--- config.mk ---
export PLATFORM = sky130hd
export DESIGN_NAME = bcd_calendar
export DESIGN_NICKNAME = d
export VERILOG_FILES = /design/src/rtl/cal_pkg.sv /design/src/rtl/cal_sequencer.sv /design/src/rtl/cal_time_chain.sv /design/src/rtl/cal_event_flags.sv /design/src/rtl/bcd_calendar.sv
export SDC_FILE = /design/constraint.sdc
export NUM_CORES = 1
export LEC_CHECK = 0
export ABC_AREA = 1
export CELL_PAD_IN_SITES_DETAIL_PLACEMENT = 2
export CELL_PAD_IN_SITES_GLOBAL_PLACEMENT = 2
export CORE_MARGIN = 3
export CORE_UTILIZATION = 34
export DETAILED_ROUTE_END_ITERATION = 12
export PLACE_DENSITY = 0.81
export RECOVER_POWER = 50
export SLEW_MARGIN = 0
export SYNTH_ARGS = -nofsm -noshare
export SYNTH_HDL_FRONTEND = slang
export SYNTH_SLANG_ARGS = --single-unit
--- constraint.sdc ---
create_clock -name clk -period 2.7 [get_ports clk]
set_input_delay 0.54 -clock clk [delete_from_list [all_inputs] [get_ports clk]]
set_output_delay 0.54 -clock clk [all_outputs]
set_load 0.01 [all_outputs]
--- src/rtl/cal_pkg.sv ---
package cal_pkg;

    localparam int NUM_FIELDS = 6;
    localparam int FLD_SEC    = 0;
    localparam int FLD_MIN    = 1;
    localparam int FLD_HOUR   = 2;
    localparam int FLD_DAY    = 3;
    localparam int FLD_MON    = 4;
    localparam int FLD_YEAR   = 5;
    localparam int NUM_EVENTS = 4;

    localparam logic [7:0] ADDR_CTRL = 8'h40;
    localparam logic [7:0] ADDR_STAT = 8'h44;

    typedef enum logic [1:0] {
        SEQ_STOP  = 2'd0,
        SEQ_COUNT = 2'd1,
        SEQ_GUARD = 2'd2
    } seq_state_e;

    // Next packed-BCD value (no upper limit applied here).
    function automatic logic [7:0] bcd_next(input logic [7:0] v);
        if (v[3:0] >= 4'd9)
            return {v[7:4] + 4'd1, 4'd0};
        return v + 8'd1;
    endfunction

    // Last day of a month, BCD in and out; leap when year divisible by 4.
    function automatic logic [7:0] month_last_day(input logic [7:0] mon, input logic [7:0] yr);
        logic leap;
        if (yr[4])
            leap = (yr[3:0] == 4'd2) || (yr[3:0] == 4'd6);
        else
            leap = (yr[3:0] == 4'd0) || (yr[3:0] == 4'd4) || (yr[3:0] == 4'd8);
        case (mon)
            8'h02:                      return leap ? 8'h29 : 8'h28;
            8'h04, 8'h06, 8'h09, 8'h11: return 8'h30;
            default:                    return 8'h31;
        endcase
    endfunction

endpackage

--- src/rtl/cal_sequencer.sv ---
module cal_sequencer
    import cal_pkg::*;
#(
    parameter int PRESCALE = 32768
) (
    input  logic clk,
    input  logic rst_n,
    input  logic tick,
    input  logic run,
    input  logic restart,
    output logic step,
    output logic busy,
    output logic running
);

    localparam int CNT_W = (PRESCALE > 2) ? $clog2(PRESCALE) : 1;
    localparam logic [CNT_W-1:0] LAST     = CNT_W'(PRESCALE - 1);
    localparam logic [CNT_W-1:0] PRE_LAST = CNT_W'(PRESCALE - 2);

    seq_state_e       state_q, state_d;
    logic [CNT_W-1:0] presc_q, presc_d;

    always_ff @(posedge clk) begin
        if (!rst_n) begin
            state_q <= SEQ_STOP;
            presc_q <= '0;
        end else begin
            state_q <= state_d;
            presc_q <= presc_d;
        end
    end

    always_comb begin
        state_d = state_q;
        presc_d = presc_q;
        unique case (state_q)
            SEQ_STOP: begin
                if (run)
                    state_d = (presc_q == LAST) ? SEQ_GUARD : SEQ_COUNT;
            end
            SEQ_COUNT: begin
                if (!run) begin
                    state_d = SEQ_STOP;
                end else if (tick) begin
                    presc_d = presc_q + 1'b1;
                    if (presc_q == PRE_LAST)
                        state_d = SEQ_GUARD;
                end
            end
            SEQ_GUARD: begin
                if (!run) begin
                    state_d = SEQ_STOP;
                end else if (tick) begin
                    presc_d = '0;
                    state_d = SEQ_COUNT;
                end
            end
            default: state_d = SEQ_STOP;
        endcase
        if (restart) begin
            presc_d = '0;
            state_d = run ? SEQ_COUNT : SEQ_STOP;
        end
    end

    always_comb begin
        busy    = (state_q == SEQ_GUARD);
        running = (state_q != SEQ_STOP);
        step    = (state_q == SEQ_GUARD) && tick && run && !restart;
    end

    assert_busy_one_tick_R6: assert property (@(posedge clk) disable iff (!rst_n)
        (busy && tick && run && !restart) |=> !busy);

    assert_stop_no_busy_R3: assert property (@(posedge clk) disable iff (!rst_n)
        !run |=> (!busy && !step));

endmodule

--- src/rtl/cal_time_chain.sv ---
module cal_time_chain
    import cal_pkg::*;
(
    input  logic                       clk,
    input  logic                       rst_n,
    input  logic                       step,
    input  logic [NUM_FIELDS-1:0]      fld_we,
    input  logic [7:0]                 wdata,
    output logic [NUM_FIELDS-1:0][7:0] fields,
    output logic [NUM_EVENTS-1:0]      roll
);

    logic [NUM_FIELDS-1:0]      adv;
    logic [NUM_FIELDS-1:0][7:0] top_v;

    always_comb begin
        top_v[FLD_SEC]  = 8'h59;
        top_v[FLD_MIN]  = 8'h59;
        top_v[FLD_HOUR] = 8'h23;
        top_v[FLD_DAY]  = month_last_day(fields[FLD_MON], fields[FLD_YEAR]);
        top_v[FLD_MON]  = 8'h12;
        top_v[FLD_YEAR] = 8'h99;
    end

    assign adv[0] = step;

    for (genvar i = 0; i < NUM_FIELDS; i++) begin : g_field
        localparam logic [7:0] BASE = (i == FLD_DAY || i == FLD_MON) ? 8'h01 : 8'h00;
        logic [7:0] q;
        always_ff @(posedge clk) begin
            if (!rst_n)
                q <= BASE;
            else if (fld_we[i])
                q <= wdata;
            else if (adv[i])
                q <= (q == top_v[i]) ? BASE : bcd_next(q);
        end
        assign fields[i] = q;
        if (i < NUM_FIELDS - 1) begin : g_carry
            assign adv[i+1] = adv[i] && (q == top_v[i]);
        end
    end

    assign roll = adv[NUM_EVENTS-1:0];

    assert_sec_wrap_R7: assert property (@(posedge clk) disable iff (!rst_n)
        (step && fields[FLD_SEC] == 8'h59 && !fld_we[FLD_SEC]) |=> fields[FLD_SEC] == 8'h00);

    assert_day_restart_R8: assert property (@(posedge clk) disable iff (!rst_n)
        (adv[FLD_DAY] && fields[FLD_DAY] == top_v[FLD_DAY] && !fld_we[FLD_DAY])
        |=> fields[FLD_DAY] == 8'h01);

endmodule

--- src/rtl/cal_event_flags.sv ---
module cal_event_flags
    import cal_pkg::*;
(
    input  logic                  clk,
    input  logic                  rst_n,
    input  logic [NUM_EVENTS-1:0] set_ev,
    input  logic                  clr_we,
    input  logic [NUM_EVENTS-1:0] clr_mask,
    output logic [NUM_EVENTS-1:0] flags
);

    always_ff @(posedge clk) begin
        if (!rst_n)
            flags <= '0;
        else
            flags <= (flags & ~(clr_we ? clr_mask : '0)) | set_ev;
    end

    assert_carry_order_R10: assert property (@(posedge clk) disable iff (!rst_n)
        set_ev[2] |-> (set_ev[1] && set_ev[0]));

    assert_sticky_R10: assert property (@(posedge clk) disable iff (!rst_n)
        !clr_we |=> ((flags & $past(flags)) == $past(flags)));

    assert_set_wins_R11: assert property (@(posedge clk) disable iff (!rst_n)
        set_ev[0] |=> flags[0]);

endmodule

--- src/rtl/bcd_calendar.sv ---
module bcd_calendar
    import cal_pkg::*;
#(
    parameter int PRESCALE = 32768
) (
    input  logic       clk,
    input  logic       rst_n,
    input  logic       tick_en,
    input  logic       bus_wr,
    input  logic [7:0] bus_addr,
    input  logic [7:0] bus_wdata,
    output logic [7:0] bus_rdata
);

    logic                       run_q;
    logic                       step, busy, running;
    logic [NUM_FIELDS-1:0]      fld_we;
    logic [NUM_FIELDS-1:0][7:0] fields;
    logic [NUM_EVENTS-1:0]      roll, flags;
    logic                       stat_we;

    always_comb begin
        for (int i = 0; i < NUM_FIELDS; i++)
            fld_we[i] = bus_wr && (bus_addr == 8'(4 * i));
    end

    assign stat_we = bus_wr && (bus_addr == ADDR_STAT);

    always_ff @(posedge clk) begin
        if (!rst_n)
            run_q <= 1'b0;
        else if (bus_wr && bus_addr == ADDR_CTRL)
            run_q <= bus_wdata[0];
    end

    cal_sequencer #(.PRESCALE(PRESCALE)) u_seq (
        .clk     (clk),
        .rst_n   (rst_n),
        .tick    (tick_en),
        .run     (run_q),
        .restart (fld_we[FLD_SEC]),
        .step    (step),
        .busy    (busy),
        .running (running)
    );

    cal_time_chain u_chain (
        .clk    (clk),
        .rst_n  (rst_n),
        .step   (step),
        .fld_we (fld_we),
        .wdata  (bus_wdata),
        .fields (fields),
        .roll   (roll)
    );

    cal_event_flags u_flags (
        .clk      (clk),
        .rst_n    (rst_n),
        .set_ev   (roll),
        .clr_we   (stat_we),
        .clr_mask (bus_wdata[2 +: NUM_EVENTS]),
        .flags    (flags)
    );

    always_comb begin
        bus_rdata = 8'h00;
        for (int i = 0; i < NUM_FIELDS; i++)
            if (bus_addr == 8'(4 * i))
                bus_rdata = fields[i];
        if (bus_addr == ADDR_CTRL)
            bus_rdata = {7'b0, run_q};
        if (bus_addr == ADDR_STAT)
            bus_rdata = {2'b00, flags, running, busy};
    end

    assert_update_in_window_R5: assert property (@(posedge clk) disable iff (!rst_n)
        step |-> (busy && tick_en));

endmodule

After elaboration in Yosys (flattened, before gate mapping)
Cells that the tools add are included.
{"block": "totals", "reg_bits": 70, "in_bits": 20, "out_inout_bits": 8, "elab_cells": 183}
{"block": "classes", "addsub": 13, "n_lt_le_gt_ge": 6, "n_eq_ne": 34, "n_mux": 81, "bitwise_logic": 4, "reduce_logical": 35}
{"cell": "two-way mux 8 bit", "count": 38}
{"cell": "two-way mux 15 bit", "count": 4}
{"cell": "adder 8 x 1 -> 8 bit (second input constant)", "count": 6}
{"cell": "== test 8 x 5 -> 1 bit (second input constant)", "count": 4}
{"cell": "== test 8 x 7 -> 1 bit (second input constant)", "count": 4}
{"cell": "== test 15 bit (second input constant)", "count": 2}
{"cell": "case mux 15 bit (2 select lines)", "count": 1}
{"cell": "two-way mux 1 bit", "count": 27}
{"cell": "adder 4 x 1 -> 4 bit (second input constant)", "count": 6}
{"cell": "== test 8 x 3 -> 1 bit (second input constant)", "count": 3}
{"cell": "== test 8 x 4 -> 1 bit (second input constant)", "count": 3}
{"cell": "greater-or-equal comparator 4 bit (second input constant)", "count": 6}
{"cell": "logical AND 1 bit", "count": 16}
{"cell": "two-way mux 2 bit", "count": 8}
{"cell": "case mux 8 bit (2 select lines)", "count": 1}
{"cell": "nonzero test 2 bit", "count": 8}
{"cell": "adder 15 x 1 -> 15 bit (second input constant)", "count": 1}
{"cell": "== test 4 x 3 -> 1 bit (second input constant)", "count": 2}
{"cell": "== test 8 x 2 -> 1 bit (second input constant)", "count": 1}
{"cell": "== test 8 x 6 -> 1 bit (second input constant)", "count": 1}
{"cell": "== test 8 bit", "count": 1}
{"cell": "== test 8 bit (second input constant)", "count": 1}
{"cell": "zero test 8 bit", "count": 1}
{"cell": "inequality test 2 bit (second input constant)", "count": 4}
{"cell": "21 further kinds", "count": 24}

Logic depth before layout (Yosys ltp)
{"block": "logic_depth", "ltp_word": 16, "depth_mapped": 18, "mapped_depth_nobuf": 18}

Hierarchy
Synthesis repeated with hierarchy kept, for this count alone.
{"block": "unflattened", "cells_unflattened": 850, "area_unflattened_um2": 5527.8}
{"module": "cal_time_chain", "instances": 1, "cells_each": 534, "area_each_um2": 3614.7, "seq_area_each_um2": 960.9}
{"module": "cal_sequencer", "instances": 1, "cells_each": 155, "area_each_um2": 1048.5, "seq_area_each_um2": 340.3}
{"module": "bcd_calendar", "instances": 1, "cells_each": 140, "area_each_um2": 715.7, "seq_area_each_um2": 20.0}
{"module": "cal_event_flags", "instances": 1, "cells_each": 21, "area_each_um2": 148.9, "seq_area_each_um2": 80.1}

Worst setup path after synthesis
Ideal clock, no wire load.
{"block": "synth_path", "path_kind": "input-to-output", "start": "input bus_addr[3]", "end": "output bus_rdata[5]", "arrival_time_ns": 1.619, "t_required_ns": 2.160, "path_slack_ns": 0.541, "stages": 8, "path_buffers": 1, "cell_sequence": "inv_1 -> nand3_1 -> nor2_1 -> inv_1 -> clkbuf_1 -> o2111ai_1 -> o21ai_0 -> nand2_1"}
{"block": "synth_between", "elab_chain_cells": 9, "word_cells_on_any_way": 16, "cone_classes": "7 x eq/ne; 8 x mux; 1 x reduce/logical"}
{"element": "from (decl)", "line": "bcd_calendar.sv:10", "text": "input logic [7:0] bus_addr,"}
{"element": "zero test 8 bit", "line": "bcd_calendar.sv:69", "text": "if (bus_addr == 8'(4 * i))"}
{"element": "two-way mux 8 bit (6 in a row)", "line": "bcd_calendar.sv:69"}
{"element": "two-way mux 8 bit", "line": "bcd_calendar.sv:71", "text": "if (bus_addr == ADDR_CTRL)"}
{"element": "two-way mux 8 bit *", "line": "bcd_calendar.sv:73", "text": "if (bus_addr == ADDR_STAT)"}
{"element": "to (decl)", "line": "bcd_calendar.sv:12", "text": "output logic [7:0] bus_rdata"}
Every way passes the cells marked *; elsewhere a longest branch is shown, timed or not.

Worst setup path in the final report
{"block": "layout_path", "start": "input bus_addr[6]", "end": "output bus_rdata[3]"}
Same word-level chain as after synthesis.

==> impl_metrics.yaml <==
run_status:
  status: "finished clean"
cells_and_area:
  stdcell_area_sq_um: 6480
  final_cells: 1056
  fillCellCount: 1763
  area_growth_pct: 23.8
  final_nets: 924
  layout_common_cells: "nand2_1 (170), inv_1 (105), nor2_1 (73)"
  drive_gt1_share_pct: 18.6
  layout_commonest_cell: "nand2_1"
  antenna_cells: 0
  final_util_pct: 43.8
synthesis:
  muxShareOfSynthArea_pct: 0
  ys_seq_area_share_pct: 26.8
  synth_area_leader_cell: "dfxtp_1"
  yosysTopAreaCellShare_pct: 26.8
  yosys-top-cells-area: "dfxtp_1 (27%), nand2_1 (12%), ha_1 (8.6%), inv_1 (8.2%), nand3_1 (5.8%)"
  synth_top_family_by_area: "simple AND/OR/NAND/NOR gates"
  synth-simple-area-share_pct: 34.2
  ys_types: 51
  synth_warnings: 0
  synth_xor_xnor_area_share_pct: 2.49
  synth_fa_ha_area_share_pct: 8.61
  syn_nets: 844
  avgSynthCellArea_sq_um: 6.64
  ys_ff_latch: 70
  synth-async-reset-ratio_pct: 0
  synth-main-ff-cell: "dfxtp_1"
  synth_area_sq_um: 5230
  syn_inst: 788
  synth_edf_count: 0
  synth_compound_area_share_pct: 17.8
timing:
  period_share_pct: 98.8
  drv_slew: 0
  max-slew-margin-rel_pct: 54.1
  worst_slack_ns: 0.0328
  skew_ns: 0.00924
  tightestPinTransition_ns: 0.685
  hold_violations: 0
  period_needed_ns: 2.67
  fin_tns_setup_ns: 0
  fmax_mhz: 375
  setup_viol: 0
  rsz0062_at_grt: "true"
  hold_slack_ns: 0.466
setup_path:
  max_stage_delay_ns: 0.17
  critPathRequiredTime_ns: 2.16
  critPathKind: "input port to output port"
  end_kind: "output port"
  crit_arrival_ns: 2.13
  worstPathCellList: "clkbuf_2 -> nor2_4 -> nand2_4 -> buf_6 -> buf_4 -> nor2_4 -> buf_6 -> buf_6 -> nand2_1 -> o221ai_2 -> o32ai_2 -> nand2_1 -> buf_2"
  reg2reg_slack_ns: 0.17
  worstSetupStartpoint: "bus_addr[6]"
  cp_slowest_cell: "nor2_4"
  crit_fanout: 3
  start_kind: "input port"
  path_buf_inv: 6
  reg2reg_from: "u_chain.g_field[4].q[0]"
  path_delay_family: "buffers and inverters"
  cpMostUsedCell: "buf_6"
grt:
  grt_overflow: 0
  antenna_found_initial: 0
  first_global_vias: 6608
  grt_max_degree: 33
  grtUsageTotal_pct: 29.1
  grt_pass1_wl_um: 37600
floorplan:
  fp.dieW_um: 130
  rows: 44
  die-area_sq_um: 16900
  core_sq_um: 14800
  fp.dieH_um: 130
  initial_utilization_pct: 35.3
  ios: 28
detailed_routing:
  finalWirelength_um: 24500
  drcViolationCount: 0
  vias: 5985
  ant_nets: 0
  post_drt_via_cell_ratio: 5.67
  drtPass1Iterations: 5
  wire_per_inst_um: 23.2
  drt_iter0_markers: 384
placement:
  routabilityCongestion: 0.903
  portBuffers: 27
  dp.cells: 1033
  pre_cts_ws_ns: -0.696
  dp_hpwl_um: 16900
  post_dp_cell_area_sq_um: 6020
clocking:
  cts_root_buf: "clkbuf_16"
  htreeDepth: 3
  cts_tree: "done"
  clkSinkCount: 70
  clk_pin_slew_ns: 0.05
  cts_buffer_depth: 2
  cts_buffers: 9
  clock_latency_ns: 0.36
power:
  cellPowerDensity_nw_per_um2: 375
  total_power_mw: 2.43
  p_leak_nw: 2.77
  ir_drop_mv: 0.294
worst_hold_path:
  hold_class: "flop to flop"
  min_from: "u_seq.presc_q[11]"
run:
  drv_cap: 0
==> layer usage <==
metal | up-vias | track usage, % | wire length (um)
li1 | 2767 | - | -
met1 | 3019 | 34.8 | 10400
met2 | 143 | 51.4 | 12400
met3 | 56 | 5.61 | 924
met4 | 0 | 11.2 | 803
met5 | - | 0 | 0
==> cell type report <==
class                           instances  area (sq um)  share of cell area, %
Multi-Input combinational cell        582          3460                   53.5
Sequential cell                        70          1400                   21.6
Timing Repair Buffer                   81           618                   9.54
Inverter                              124           475                   7.34
Clock buffer                           11           243                   3.75
Tap cell                              184           230                   3.55
Clock inverter                          4          47.5                  0.734
==> worst paths after layout <==
check,depth (start not counted),endpoint
setup reg to reg,17,u_chain.g_field[5].q[3]
setup / recovery,13,bus_rdata[3]
hold / removal,2,u_seq.presc_q[11]
hold reg to reg,2,u_seq.presc_q[11]
==> tightest hold or removal path, stage by stage (launching register included) <==
cell and delay (ns):
dfxtp_1 0.32, inv_1 0.06, a21oi_1 0.05
==> flip-flops by register name, indices dropped and copies added (netlist names) <==
register / cells
u_seq.state_q: 2
u_seq.presc_q: 15
u_flags.flags: 4
u_chain.g_field.q: 48
run_q: 1
==> kinds of logic after synthesis <==
kind of cell	count (synthesis)
flops	70
simple gates	373
buf+inv	136
xor+xnor	14
compound gates	159
fa+ha+maj	36
==> cells in the mapped netlist, types with 4 or more instances <==
library cell	n
nor3_1	13
o221ai_1	4
a21oi_1	46
a31oi_1	25
nand2_2	7
inv_1	115
nor2_1	75
o21ai_0	49
ha_1	36
a211oi_1	4
nand4_1	9
nor2_4	7
o22ai_1	11
nand2_4	5
xor2_1	11
dfxtp_1	70
clkbuf_1	6
nand3_1	61
nor2_2	7
nand2_1	171
inv_2	5
nand3_2	4
==> repair_timing <==
item,in CTS,in global routing
resized for setup,77,29
hold buffers,0,0
endpoints found under the setup margin,8,9
endpoints found under the hold margin,0,0
buffers inserted,7,1
pin swaps,16,12
==> power breakdown <==
group | internal, mW | leakage [nW] | total [mW] | switching (mW)
registers | 1.04 | 0.564 | 1.04 | 0.00592
clock network | 0.733 | 0.141 | 1.23 | 0.499
logic | 0.0488 | 2.06 | 0.155 | 0.107
No activity file was read; power rests on OpenSTA's default activity.
